### config.mk
export PLATFORM = sky130hd
export DESIGN_NAME = ata_addr_xlate
export DESIGN_NICKNAME = d
export VERILOG_FILES = /design/src/rtl/ata_xlate_pkg.sv /design/src/rtl/xlate_divider.sv /design/src/rtl/xlate_format.sv /design/src/rtl/ata_addr_xlate.sv
export SDC_FILE = /design/constraint.sdc
export NUM_CORES = 1
export LEC_CHECK = 0
export BUFFER_PORTS_ARGS = -buffer_cell sky130_fd_sc_hd__clkbuf_2
export CELL_PAD_IN_SITES_DETAIL_PLACEMENT = 0
export CELL_PAD_IN_SITES_GLOBAL_PLACEMENT = 1
export CORE_ASPECT_RATIO = 1.25
export CORE_MARGIN = 4
export CORE_UTILIZATION = 30
export CTS_BUF_LIST = sky130_fd_sc_hd__clkbuf_8
export CTS_CLUSTER_SIZE = 25
export DETAILED_ROUTE_END_ITERATION = 7
export GPL_TIMING_DRIVEN = 0
export PLACE_DENSITY_LB_ADDON = 0.1
export SLEW_MARGIN = 10
export SYNTH_ARGS = -nofsm -noshare
export SYNTH_HDL_FRONTEND = slang
export SYNTH_HIERARCHICAL = 1
export SYNTH_SLANG_ARGS = --single-unit
### constraint.sdc
create_clock -name clk -period 3.85 [get_ports clk]
set_input_delay 0.385 -clock clk [delete_from_list [all_inputs] [get_ports clk]]
set_output_delay 0.385 -clock clk [all_outputs]
set_load 0.1 [all_outputs]
### src/rtl/ata_xlate_pkg.sv
package ata_xlate_pkg;

  typedef enum logic [1:0] {
    AM_CHS   = 2'd0,
    AM_LBA28 = 2'd1,
    AM_LBA48 = 2'd2,
    AM_BAD   = 2'd3
  } addr_mode_e;

  typedef enum logic [1:0] {
    S_IDLE = 2'd0,
    S_EVAL = 2'd1,
    S_DIV1 = 2'd2,
    S_DIV2 = 2'd3
  } xl_state_e;

  typedef struct packed {
    logic [7:0] seccnt;
    logic [7:0] lo;
    logic [7:0] mid;
    logic [7:0] hi;
    logic [7:0] xlo;
    logic [7:0] xmid;
    logic [7:0] xhi;
    logic [7:0] dev;
    logic [7:0] cmd;
  } taskfile_t;

  localparam logic [7:0] DEV_FIXED  = 8'hA0;
  localparam logic [7:0] DEV_LBA    = 8'h40;
  localparam logic [7:0] CMD_RD     = 8'h20;
  localparam logic [7:0] CMD_RD_EXT = 8'h24;

endpackage

### src/rtl/xlate_divider.sv
module xlate_divider #(
  parameter int NW = 48,
  parameter int DW = 16
) (
  input  logic          clk,
  input  logic          rst,
  input  logic          start,
  input  logic [NW-1:0] dividend,
  input  logic [DW-1:0] divisor,
  output logic          done,
  output logic [NW-1:0] quot,
  output logic [DW-1:0] rem
);
  localparam int CW = $clog2(NW + 1);

  logic [NW-1:0] q_q;
  logic [DW-1:0] r_q;
  logic [DW-1:0] d_q;
  logic [CW-1:0] cnt_q;
  logic          act_q;
  logic          done_q;

  logic [DW:0]   trial;
  logic          fits;
  logic [DW:0]   next_r;

  always_comb begin
    trial  = {r_q, q_q[NW-1]};
    fits   = trial >= {1'b0, d_q};
    next_r = fits ? (trial - {1'b0, d_q}) : trial;
  end

  always_ff @(posedge clk) begin
    if (rst) begin
      q_q    <= '0;
      r_q    <= '0;
      d_q    <= '0;
      cnt_q  <= '0;
      act_q  <= 1'b0;
      done_q <= 1'b0;
    end else begin
      done_q <= 1'b0;
      if (start) begin
        q_q   <= dividend;
        r_q   <= '0;
        d_q   <= divisor;
        cnt_q <= CW'(NW);
        act_q <= 1'b1;
      end else if (act_q) begin
        r_q   <= next_r[DW-1:0];
        q_q   <= {q_q[NW-2:0], fits};
        cnt_q <= cnt_q - 1'b1;
        if (cnt_q == CW'(1)) begin
          act_q  <= 1'b0;
          done_q <= 1'b1;
        end
      end
    end
  end

  assign done = done_q;
  assign quot = q_q;
  assign rem  = r_q;
endmodule

### src/rtl/xlate_format.sv
module xlate_format
  import ata_xlate_pkg::*;
#(
  parameter int SW = 48,
  parameter int DW = 16
) (
  input  logic [1:0]    mode,
  input  logic [SW-1:0] sector,
  input  logic          slave,
  input  logic [DW-1:0] chs_rem1,
  input  logic [SW-1:0] chs_quot2,
  input  logic [DW-1:0] chs_rem2,
  output taskfile_t     tf
);
  logic [47:0]   s48;
  logic [DW-1:0] sfield;
  logic [7:0]    slv;
  logic          unused;

  always_comb begin
    s48    = 48'(sector);
    sfield = chs_rem1 + DW'(1);
    slv    = {3'b000, slave, 4'b0000};
    tf     = '0;
    tf.seccnt = 8'd1;
    case (mode)
      AM_CHS: begin
        tf.lo  = sfield[7:0];
        tf.mid = chs_quot2[7:0];
        tf.hi  = chs_quot2[15:8];
        tf.dev = DEV_FIXED | slv | {4'b0000, chs_rem2[3:0]};
        tf.cmd = CMD_RD;
      end
      AM_LBA28: begin
        tf.lo  = s48[7:0];
        tf.mid = s48[15:8];
        tf.hi  = s48[23:16];
        tf.dev = DEV_FIXED | DEV_LBA | slv | {4'b0000, s48[27:24]};
        tf.cmd = CMD_RD;
      end
      AM_LBA48: begin
        tf.lo   = s48[7:0];
        tf.mid  = s48[15:8];
        tf.hi   = s48[23:16];
        tf.xlo  = s48[31:24];
        tf.xmid = s48[39:32];
        tf.xhi  = s48[47:40];
        tf.dev  = DEV_LBA | slv;
        tf.cmd  = CMD_RD_EXT;
      end
      default: tf = '0;
    endcase
  end

  assign unused = ^{sfield, chs_quot2, chs_rem2};
endmodule

### src/rtl/ata_addr_xlate.sv
module ata_addr_xlate
  import ata_xlate_pkg::*;
#(
  parameter int SECT_W = 48,
  parameter int GEO_W  = 16
) (
  input  logic              clk,
  input  logic              rst,
  input  logic              start,
  input  logic [1:0]        mode,
  input  logic [SECT_W-1:0] sector,
  input  logic [SECT_W-1:0] capacity,
  input  logic [GEO_W-1:0]  heads,
  input  logic [GEO_W-1:0]  spt,
  input  logic              slave,
  output logic              busy,
  output logic              done,
  output logic              err,
  output logic [7:0]        sec_count,
  output logic [7:0]        addr_lo,
  output logic [7:0]        addr_mid,
  output logic [7:0]        addr_hi,
  output logic [7:0]        addr_lo_x,
  output logic [7:0]        addr_mid_x,
  output logic [7:0]        addr_hi_x,
  output logic [7:0]        dev_sel,
  output logic [7:0]        cmd_code
);
  xl_state_e         state_q;
  logic [1:0]        mode_q;
  logic [SECT_W-1:0] sec_q;
  logic [SECT_W-1:0] cap_q;
  logic [GEO_W-1:0]  heads_q;
  logic [GEO_W-1:0]  spt_q;
  logic              slave_q;
  logic [GEO_W-1:0]  rem1_q;
  taskfile_t         tf_q;
  logic              done_q;
  logic              err_q;

  logic              refuse;
  logic              div_start;
  logic [SECT_W-1:0] div_num;
  logic [GEO_W-1:0]  div_den;
  logic              div_done;
  logic [SECT_W-1:0] div_quot;
  logic [GEO_W-1:0]  div_rem;
  taskfile_t         tf_next;

  always_comb begin
    refuse = (sec_q > cap_q) || (mode_q == AM_BAD) ||
             ((mode_q == AM_CHS) && ((heads_q == '0) || (spt_q == '0)));
    div_start = ((state_q == S_EVAL) && !refuse && (mode_q == AM_CHS)) ||
                ((state_q == S_DIV1) && div_done);
    div_num = (state_q == S_DIV1) ? div_quot : sec_q;
    div_den = (state_q == S_DIV1) ? heads_q  : spt_q;
  end

  xlate_divider #(.NW(SECT_W), .DW(GEO_W)) u_div (
    .clk      (clk),
    .rst      (rst),
    .start    (div_start),
    .dividend (div_num),
    .divisor  (div_den),
    .done     (div_done),
    .quot     (div_quot),
    .rem      (div_rem)
  );

  xlate_format #(.SW(SECT_W), .DW(GEO_W)) u_fmt (
    .mode      (mode_q),
    .sector    (sec_q),
    .slave     (slave_q),
    .chs_rem1  (rem1_q),
    .chs_quot2 (div_quot),
    .chs_rem2  (div_rem),
    .tf        (tf_next)
  );

  always_ff @(posedge clk) begin
    if (rst) begin
      state_q <= S_IDLE;
      mode_q  <= '0;
      sec_q   <= '0;
      cap_q   <= '0;
      heads_q <= '0;
      spt_q   <= '0;
      slave_q <= 1'b0;
      rem1_q  <= '0;
      tf_q    <= '0;
      done_q  <= 1'b0;
      err_q   <= 1'b0;
    end else begin
      done_q <= 1'b0;
      err_q  <= 1'b0;
      case (state_q)
        S_IDLE: begin
          if (start) begin
            mode_q  <= mode;
            sec_q   <= sector;
            cap_q   <= capacity;
            heads_q <= heads;
            spt_q   <= spt;
            slave_q <= slave;
            state_q <= S_EVAL;
          end
        end
        S_EVAL: begin
          if (refuse) begin
            tf_q    <= '0;
            done_q  <= 1'b1;
            err_q   <= 1'b1;
            state_q <= S_IDLE;
          end else if (mode_q == AM_CHS) begin
            state_q <= S_DIV1;
          end else begin
            tf_q    <= tf_next;
            done_q  <= 1'b1;
            state_q <= S_IDLE;
          end
        end
        S_DIV1: begin
          if (div_done) begin
            rem1_q  <= div_rem;
            state_q <= S_DIV2;
          end
        end
        S_DIV2: begin
          if (div_done) begin
            tf_q    <= tf_next;
            done_q  <= 1'b1;
            state_q <= S_IDLE;
          end
        end
        default: state_q <= S_IDLE;
      endcase
    end
  end

  assign busy       = (state_q != S_IDLE);
  assign done       = done_q;
  assign err        = err_q;
  assign sec_count  = tf_q.seccnt;
  assign addr_lo    = tf_q.lo;
  assign addr_mid   = tf_q.mid;
  assign addr_hi    = tf_q.hi;
  assign addr_lo_x  = tf_q.xlo;
  assign addr_mid_x = tf_q.xmid;
  assign addr_hi_x  = tf_q.xhi;
  assign dev_sel    = tf_q.dev;
  assign cmd_code   = tf_q.cmd;
endmodule

==> qor.yml <==
drt:
  num_vias: 13600
  vias_per_cell: 4.80
  antenna_left: 0
  routedWlPerCell_microns: 18.7
  drc: 0
  wl_mm: 52.9
  drt_first_pass_iters: 5
  drt_first_iter_violations: 576
sta:
  fin_crit_sh_pct: 93.9
  finClkSkew_ps: 22.2
  fmax_mhz: 277
  rsz0062_at_grt: "no"
  slew_headroom_pct: 18.4
  slew_violations: 0
  finalSetupViolCount: 0
  final_hold_viol_count: 0
  hold_slack_ps: 47.8
  tightest_slew_ps: 1220
  fin_crit_ps: 3620
power_and_ir_drop:
  leakagePower_uw: 0.00801
  total_power_uw: 9260
  p_per_area_mw_per_mm2: 486
  ir_drop_v: 0.000202
critical_path:
  critPathLaunchType: "register"
  max_stage_delay_ps: 510
  path_cells: "ha_1, nand4_1, nor4_4, nand3_1, o31ai_1, a21oi_2, o21ai_1, clkbuf_2, clkbuf_2, clkbuf_4, mux2i_1, nor2_1"
  cp-startpoint: "sec_q[26]"
  worstSetupEndpointType: "register"
  critical_path_class: "register to register"
  r2r-start: "sec_q[26]"
  cp_max_fo: 10
  cpMostUsedCell: "clkbuf_2"
  crit_arrival_ps: 4110
  crit_slowest_cell: "nor4_4"
  crit_required_ps: 4340
floorplan:
  io_pins: 209
  die_x_microns: 206
  dieArea_sq_mm: 0.0529
  coreArea_sq_mm: 0.0485
  row_count: 90
  die_h_microns: 256
  initial_core_util_pct: 30.4
clock_network:
  cts.clk_slew.worst_paths_ps: 60
  cts_root_buf: "clkbuf_8"
  postCtsSetupBuffers: 0
  clock_path_buffers: 3
  clock_latency_ps: 630
  cts_tree: "built"
  numCtsBuffers: 54
  cts_max_level: 2
  clock_sinks: 303
placed_design:
  gp_congestion: 0.865
  dp.final_hpwl_mm: 40.0
  numPortBuffers: 207
  dpl_cell_area_sq_mm: 0.0167
  place_inst: 2613
cells_and_area:
  areaGrowthSynthToFinish_pct: 28.9
  layoutNonFillerInstCount: 2836
  final_cell_area_sq_mm: 0.0190
  final_util_pct: 39.2
  drive_gt1_share_pct: 18.7
  final_nets: 2361
global_routing:
  grt_max_degree: 14
  track_usage_pct: 19.6
  grt_pass1_wl_mm: 80.2
  antenna_found_initial: 2
  grt_pass1_vias: 13729
  grt_overflow: 0
logic_synthesis:
  synth_cells: 1750
  ys_warn_count: 6
  post_synth.cell_area_avg_sq_um: 8.44
  synth_area_sq_mm: 0.0148
hold_path:
  hold_class: "input port to register"
  min_from: "heads[15]"
run_status:
  status: "complete, no violations"
job:
  drv_cap: 0
[flip-flops by register name, summed over array words and instances (netlist names), 2 cells and up, named ones only]
name	flops
cap_q	48
addr_mid_x	8
sec_count	8
cmd_code	8
addr_mid	8
heads_q	16
addr_hi	8
spt_q	16
addr_lo_x	8
addr_hi_x	8
u_div/quot	48
u_div/rem	16
mode_q	2
addr_lo	8
u_div/d_q	16
rem1_q	8
dev_sel	8
u_div/cnt_q	6
sec_q	48
[layer usage]
metal	global-route usage [%]	vias to the layer above	part of all wire, %
met5	0	-	0
met4	6.01	0	2.8
met3	3.45	81	4.1
met2	35.7	275	52
met1	23.2	6417	41
li1	-	6827	-
[path summary, 6_finish.rpt]
path | cells after the start | to | slack, ps
setup / recovery | 12 | u_div/d_q[8] | 230
setup reg to reg | 12 | u_div/d_q[8] | 230
hold reg to reg | 2 | cap_q[26] | 460
hold / removal | 3 | heads_q[15] | 50
[stage by stage]
step           setup WS (ps)  TNS [ps]
6_report                 235         0
5_1_grt                 4.02         0
4_1_cts                 15.7         0
3_5_place_dp            -386    -18640
3_3_place_gp            -246     -9820
2_1_floorplan            880         0
[worst max-delay path, delay by kind of cell, from the launching register on]
family / cells / cell delay (ps)
adders and majority gates: 1 / 340
DFF: 1 / 370
muxes: 1 / 220
AOI/OAI and AO/OA: 3 / 430
and+or+nand+nor: 4 / 1120
buffers and inverters: 3 / 960
[area by class of cell]
type / instances / area (sq um)
Clock inverter: 21 / 90.1
Antenna cell: 2 / 5.00
Tap cell: 644 / 806
Multi-Input combinational cell: 1252 / 7810
Inverter: 71 / 267
Clock buffer: 71 / 977
Fill cell: 5078 / 29500
Sequential cell: 303 / 6070
Timing Repair Buffer: 336 / 2330
Buffer: 136 / 706
[report_power, final]
part	total (uW)	leakage (uW)	internal, uW	switching, uW
clock	3010	0.000609	1630	1380
sequential	3540	0.00246	3330	206
combinational	2710	0.00493	1070	1640
total	9260	0.00801	6040	3230
[what timing repair did]
action                                  CTS  global route
pin swaps                                 0             0
hold endpoints to repair                129             0
gates resized for setup                   4            10
hold buffers                            129             0
endpoints found under the setup margin   72            29
cloned                                    0             0
[cells in the final DEF (no fill, tap or decap), types with 4 or more instances in the layout]
master,instances
nand3b_1,4
nand2b_1,10
nor2b_1,7
o211ai_1,6
a21oi_1,230
buf_6,16
nand2_1,315
dfxtp_1,303
mux2_2,63
clkbuf_8,71
nor4_1,12
ha_1,72
clkbuf_2,213
nor2_1,161
o21ai_1,10
buf_1,6
clkinv_2,6
and2_1,26
inv_1,85
xnor2_1,13
mux2i_1,76
a22oi_1,22
o21ai_0,23
a21o_1,13
dlygate4sd3_1,129
buf_4,15
xor2_1,9
nand4_1,19
nand3_1,13
buf_2,6
conb_1,13
nor3_1,7
a22o_1,74
clkbuf_1,86
No activity file was read; power rests on OpenSTA's default activity.
